[src/rtl/xroad_pkg.sv]
// Shared types for the intersection light controller.
// Assumes a binary two-bit phase code whose order is the sequence order.
package xroad_pkg;
    localparam int LIGHT_W = 2;
    localparam int PHASE_W = 2;

    typedef enum logic [LIGHT_W-1:0] {
        LT_GREEN  = 2'b00,
        LT_YELLOW = 2'b01,
        LT_RED    = 2'b10
    } light_t;

    typedef enum logic [PHASE_W-1:0] {
        PH_A_GO   = 2'b00,
        PH_A_WARN = 2'b01,
        PH_B_GO   = 2'b10,
        PH_B_WARN = 2'b11
    } phase_t;
endpackage

[src/rtl/xroad_fest_mode.sv]
// Festival-mode flag machine: one bit that sets on enter and clears on leave.
// Assumes single-clock synchronous use; leave wins when both are requested.
module xroad_fest_mode (
    input  logic clk,
    input  logic rst_n,
    input  logic enter_req,
    input  logic leave_req,
    output logic active
);
    // Flag register: clear on reset or leave, set on enter, else hold.
    always_ff @(posedge clk) begin
        if (!rst_n)         active <= 1'b0;
        else if (leave_req) active <= 1'b0;
        else if (enter_req) active <= 1'b1;
    end

    a_r7_leave_wins: assert property (@(posedge clk) disable iff (!rst_n)
        leave_req |=> !active);
    a_r7_enter_sets: assert property (@(posedge clk) disable iff (!rst_n)
        (enter_req && !leave_req) |=> active);
    a_r7_hold: assert property (@(posedge clk) disable iff (!rst_n)
        (!enter_req && !leave_req) |=> $stable(active));
endmodule

[src/rtl/xroad_sequencer.sv]
// Moore phase sequencer: A green -> A yellow -> B green -> B yellow -> A green.
// Holds at A green while road A is busy, and at B green while road B is busy
// or the hold input is set. Assumes synchronous active-low reset.
module xroad_sequencer
    import xroad_pkg::*;
(
    input  logic   clk,
    input  logic   rst_n,
    input  logic   busy_a,
    input  logic   busy_b,
    input  logic   hold_b,
    output phase_t phase
);
    phase_t phase_nx;

    // Next-phase selection from the current phase and the sensors.
    always_comb begin
        phase_nx = phase;
        unique case (phase)
            PH_A_GO:   if (!busy_a) phase_nx = PH_A_WARN;
            PH_A_WARN: phase_nx = PH_B_GO;
            PH_B_GO:   if (!busy_b && !hold_b) phase_nx = PH_B_WARN;
            PH_B_WARN: phase_nx = PH_A_GO;
            default:   phase_nx = PH_A_GO;
        endcase
    end

    // Phase register.
    always_ff @(posedge clk) begin
        if (!rst_n) phase <= PH_A_GO;
        else        phase <= phase_nx;
    end

    a_r4_a_warn_once: assert property (@(posedge clk) disable iff (!rst_n)
        phase == PH_A_WARN |=> phase == PH_B_GO);
    a_r6_b_warn_once: assert property (@(posedge clk) disable iff (!rst_n)
        phase == PH_B_WARN |=> phase == PH_A_GO);
    a_r3_a_hold: assert property (@(posedge clk) disable iff (!rst_n)
        (phase == PH_A_GO && busy_a) |=> phase == PH_A_GO);
    a_r5_b_hold: assert property (@(posedge clk) disable iff (!rst_n)
        (phase == PH_B_GO && (busy_b || hold_b)) |=> phase == PH_B_GO);
endmodule

[src/rtl/xroad_light_decode.sv]
// Moore output decode: maps the phase code to one light code per road.
// Assumes the phase codes defined in xroad_pkg.
module xroad_light_decode
    import xroad_pkg::*;
(
    input  phase_t phase,
    output light_t lamp_a,
    output light_t lamp_b
);
    // Light lookup by phase.
    always_comb begin
        unique case (phase)
            PH_A_GO:   begin lamp_a = LT_GREEN;  lamp_b = LT_RED;    end
            PH_A_WARN: begin lamp_a = LT_YELLOW; lamp_b = LT_RED;    end
            PH_B_GO:   begin lamp_a = LT_RED;    lamp_b = LT_GREEN;  end
            default:   begin lamp_a = LT_RED;    lamp_b = LT_YELLOW; end
        endcase
    end
endmodule

[src/rtl/xroad_light_ctrl.sv]
// Top level: festival-mode flag machine driving the hold input of the phase
// sequencer, followed by the output decode. Assumes one clock domain and
// synchronous active-low reset.
module xroad_light_ctrl
    import xroad_pkg::*;
(
    input  logic       clk,
    input  logic       rst_n,
    input  logic       sense_a,
    input  logic       sense_b,
    input  logic       fest_enter,
    input  logic       fest_leave,
    output logic [1:0] light_a,
    output logic [1:0] light_b,
    output logic       festival_on
);
    logic   fest_q;
    phase_t phase;
    light_t lamp_a, lamp_b;

    xroad_fest_mode u_mode (
        .clk(clk), .rst_n(rst_n),
        .enter_req(fest_enter), .leave_req(fest_leave),
        .active(fest_q)
    );

    xroad_sequencer u_seq (
        .clk(clk), .rst_n(rst_n),
        .busy_a(sense_a), .busy_b(sense_b), .hold_b(fest_q),
        .phase(phase)
    );

    xroad_light_decode u_dec (
        .phase(phase), .lamp_a(lamp_a), .lamp_b(lamp_b)
    );

    // Drive the output ports from the decoded lights and the flag.
    always_comb begin
        light_a     = lamp_a;
        light_b     = lamp_b;
        festival_on = fest_q;
    end

    a_r2_legal_codes: assert property (@(posedge clk) disable iff (!rst_n)
        light_a != 2'b11 && light_b != 2'b11);
    a_r9_one_road_open: assert property (@(posedge clk) disable iff (!rst_n)
        light_a == 2'b10 || light_b == 2'b10);
    a_r1_reset_state: assert property (@(posedge clk)
        !rst_n |=> (light_a == 2'b00 && light_b == 2'b10 && !festival_on));
    a_r8_festival_holds_b: assert property (@(posedge clk) disable iff (!rst_n)
        (festival_on && light_b == 2'b00 && !fest_leave) |=> light_b == 2'b00);
endmodule

[config.mk]
export PLATFORM = sky130hd
export DESIGN_NAME = xroad_light_ctrl
export DESIGN_NICKNAME = d
export VERILOG_FILES = /design/src/rtl/xroad_pkg.sv /design/src/rtl/xroad_fest_mode.sv /design/src/rtl/xroad_sequencer.sv /design/src/rtl/xroad_light_decode.sv /design/src/rtl/xroad_light_ctrl.sv
export SDC_FILE = /design/constraint.sdc
export NUM_CORES = 1
export LEC_CHECK = 0
export ABC_AREA = 0
export BUFFER_PORTS_ARGS = -buffer_cell sky130_fd_sc_hd__buf_2
export CELL_PAD_IN_SITES_DETAIL_PLACEMENT = 1
export CELL_PAD_IN_SITES_GLOBAL_PLACEMENT = 1
export CORE_AREA = 2 2 39 41
export CTS_CLUSTER_DIAMETER = 200
export DETAILED_ROUTE_END_ITERATION = 7
export DIE_AREA = 0 0 41 43
export PLACE_DENSITY_LB_ADDON = 0.1
export SYNTH_ARGS = -nofsm -noshare
export SYNTH_HDL_FRONTEND = slang
export SYNTH_HIERARCHICAL = 1
export SYNTH_SLANG_ARGS = --single-unit
[constraint.sdc]
create_clock -name clk -period 1.3 [get_ports clk]
set_clock_uncertainty 0.2 [all_clocks]
set_input_delay 0.26 -clock clk [delete_from_list [all_inputs] [get_ports clk]]
set_output_delay 0.26 -clock clk [all_outputs]
set_load 0.01 [all_outputs]
==> metrics.md <==
| Metric | Value |
|---|---|
| Post-synth EDFFs | `0` |
| Antenna violations before repair | `0` |
| Top cells by count, synth | `dfxtp_1, inv_1` |
| Synth area leaders | `dfxtp_1, ha_1, nor3b_2` |
| Final period utilization | `106%` |
| Area leader, netlist | `dfxtp_1` |
| Max Clock Freq | `a little over 700 MHz` |
| Routability cong. | `0.654` |
| Final core occ | `24.2%` |
| Pin slew with the least headroom to its limit | `171 ps` |
| First-pass GRT wire length | `752 um` |
| Slew HR | `between 80% and 90%` |
| Final setup vio count | `2` |
| Max stage delay cell, worst path | `dfxtp_2` |
| CTS tree | `built` |
| Input/output buffers | `10` |
| Area grow syn2layout | `92.8%` |
| Clock sinks | `3` |
| Register area share after synthesis | `34.5%` |
| PD cells | `2130 mW/mm2` |
| Reg clk slew, reported paths | `approximately 40 ps` |
| H-tree Lvls | `1` |
| Vias | `207` |
| Largest stage delay, worst path | `between 300 and 400 ps` |
| Async SR Flop Fraction | `0%` |
| Detailed placement HPWL | `385 um` |
| Chip width | `41 um` |
| Max-cap violations | `0` |
| Yosys warns | `6` |
| Critical Path End Type | `output port` |
| # IOs | `11` |
| Fin crit period | `1380 ps` |
| Clk buf depth | `2` |
| Layout cell share with drive strength beyond 1 | `between 60 and 70%` |
| N_diodes | `0` |
| Number of global-route vias before repair | `207` |
| Synth Register Bits | `3` |
| Worst Hold Class | `in2reg` |
| Syn Inst Count | `21` |
| Worst Path Required | `840 ps` |
| Via density | `3.76` |
| Final ANT Viol Nets | `0` |
| Post-Syn Area | `~170 um2` |
| Avg Inst Size Synth | `approximately 8.3 um2` |
| Synth Flop Type | `dfxtp_1` |
| Placed inst area | `255 um2` |
| DRT Pass-1 Iters | `1` |
| Clock Latency Late Sink | `230 ps` |
| Cell area after layout | `between 300 and 400 um2` |
| DIE AREA | `0.00176 mm2` |
| Chip Height | `43 um` |
| P_leak | `roughly 0.16 nW` |
| Max FO, Critical Path | `4` |
| Setup crit start kind | `register` |
| Routed WL per cell | `8.05 um` |
| Endpoints failing hold | `0` |
| Final std cells w/o fill | `55` |
| # nets final | `48` |
| Largest net degree at the start of global routing | `5` |
| Total GRT Usage | `under 10%` |
| Root Buffer | `clkbuf_4` |
| Violated checks | `negative setup slack` |
| TNS Setup | `-125 ps` |
| Routed Wire Length | `between 400 and 500 um` |
| Gr ovfl total | `0` |
| Critical path arrival | `920 ps` |
| Starting Density | `12.6%` |
| DRC | `0` |
| CTS Buf Count | `3` |
| Core Area | `0.00138 mm2` |
| VDD IR max | `0.437 mV` |
| Final Slew Violations | `0` |
| CP Class | `reg2out` |
| 1st-iter DRT viols | `0` |
| Yosys cell types | `13` |
| CP Cell Sequence | `buf_6, and2_1, buf_2` |
| Inst Count DP | `between 40 and 50` |
| Yosys top cell area share | `between 30% and 40%` |
| RSZ-0062 raised after global routing | `yes` |
| Post-synth net total | `29` |
| Min setup slack post-route | `-78.7 ps` |
| FP Rows | `14` |
| Outcome | `finished, violations left` |
## worst paths after layout
| path | startpoint | end | slack (ps) | cells after the start |
|---|---|---|---|---|
| setup reg to reg | u_seq/phase[1] | u_seq/phase[1] | 0 | 5 |
| setup / recovery | u_seq/phase[1] | light_b[0] | -80 | 3 |
| hold / removal | fest_enter | u_mode/active | 110 | 3 |
| hold reg to reg | u_mode/active | u_mode/active | 380 | 2 |
## final cells by class
cell class | count | area (um2)
sequential | 3 | 62.6
timing repair buffer | 15 | 97.6
fill | 166 | 1050
multi-input combinational | 14 | 118
inverter | 3 | 11.3
tap | 16 | 20.0
clock buffer | 4 | 26.3
## per-stage QoR
stage / hold WS (ps) / worst slack (ps) / power, mW
4_1_cts: 106 / -84.7 / 0.715
3_3_place_gp: 231 / -6.12 / 0.447
3_5_place_dp: 237 / -1.80 / 0.457
5_1_grt: 123 / -124 / 0.794
2_1_floorplan: 130 / 42.6 / 0.321
6_report: 114 / -78.7 / 0.715
## routing by layer
metal	vias up	global-route usage (%)	share of wire, %
met5	-	0	0
met4	0	6.00	0
met3	0	3.14	9.5
met2	8	10.9	56
met1	96	5.79	34
li1	103	-	-
## what timing repair did
action,4_1_cts,5_1_grt
endpoints found under the setup margin,5,5
hold buffers,1,0
endpoints found under the hold margin,1,0
buffers inserted,2,0
pin swaps,2,2
gates resized for setup,7,2
## critical path: cells and delay by family (launching register included)
family	cells	cell delay, ps
DFF	1	310
and+or+nand+nor	1	140
buffers and inverters	2	240
## layout by cell type, fill, tap and decap left out
| cell | synthesis | routed |
|---|---|---|
| buf_2 | 0 | 10 |
| clkbuf_4 | 0 | 3 |
| inv_1 | 3 | 3 |
| buf_6 | 0 | 2 |
| nor2_1 | 2 | 2 |
| ha_2 | 0 | 2 |
| dfxtp_2 | 0 | 2 |
| buf_4 | 0 | 2 |
| clkbuf_1 | 1 | 1 |
| dlygate4sd3_1 | 0 | 1 |
| nor2b_1 | 1 | 1 |
| and2_1 | 1 | 1 |
| nor3b_2 | 1 | 1 |
| dfxtp_1 | 3 | 1 |
| nand2_2 | 0 | 1 |
| o21ai_4 | 0 | 1 |
| a21oi_2 | 0 | 1 |
| o21ai_0 | 1 | 1 |
| nand2_1 | 2 | 1 |
| a21oi_1 | 2 | 1 |
| a41o_1 | 1 | 1 |
## report_power, final
part,leakage [nW],switching (mW),internal (mW),total [mW]
clock network,0.0150,0.0459,0.115,0.161
logic,0.121,0.184,0.220,0.404
registers,0.0254,0.0198,0.130,0.150
total,0.161,0.250,0.465,0.715
## kinds of logic (layout without fill, tap and decap cells)
group / count (synthesis) / after routing / synth area share [%]
compound gates: 5 / 5 / 19.4
fa+ha+maj: 2 / 2 / 14.4
buf+inv: 4 / 22 / 8.63
flops: 3 / 3 / 34.5
simple gates: 7 / 7 / 23.0
## sequential cells by signal, indices dropped and copies added (netlist names)
name,count
u_seq/phase,2
u_mode/active,1
Power figures use the tool's default switching activity.
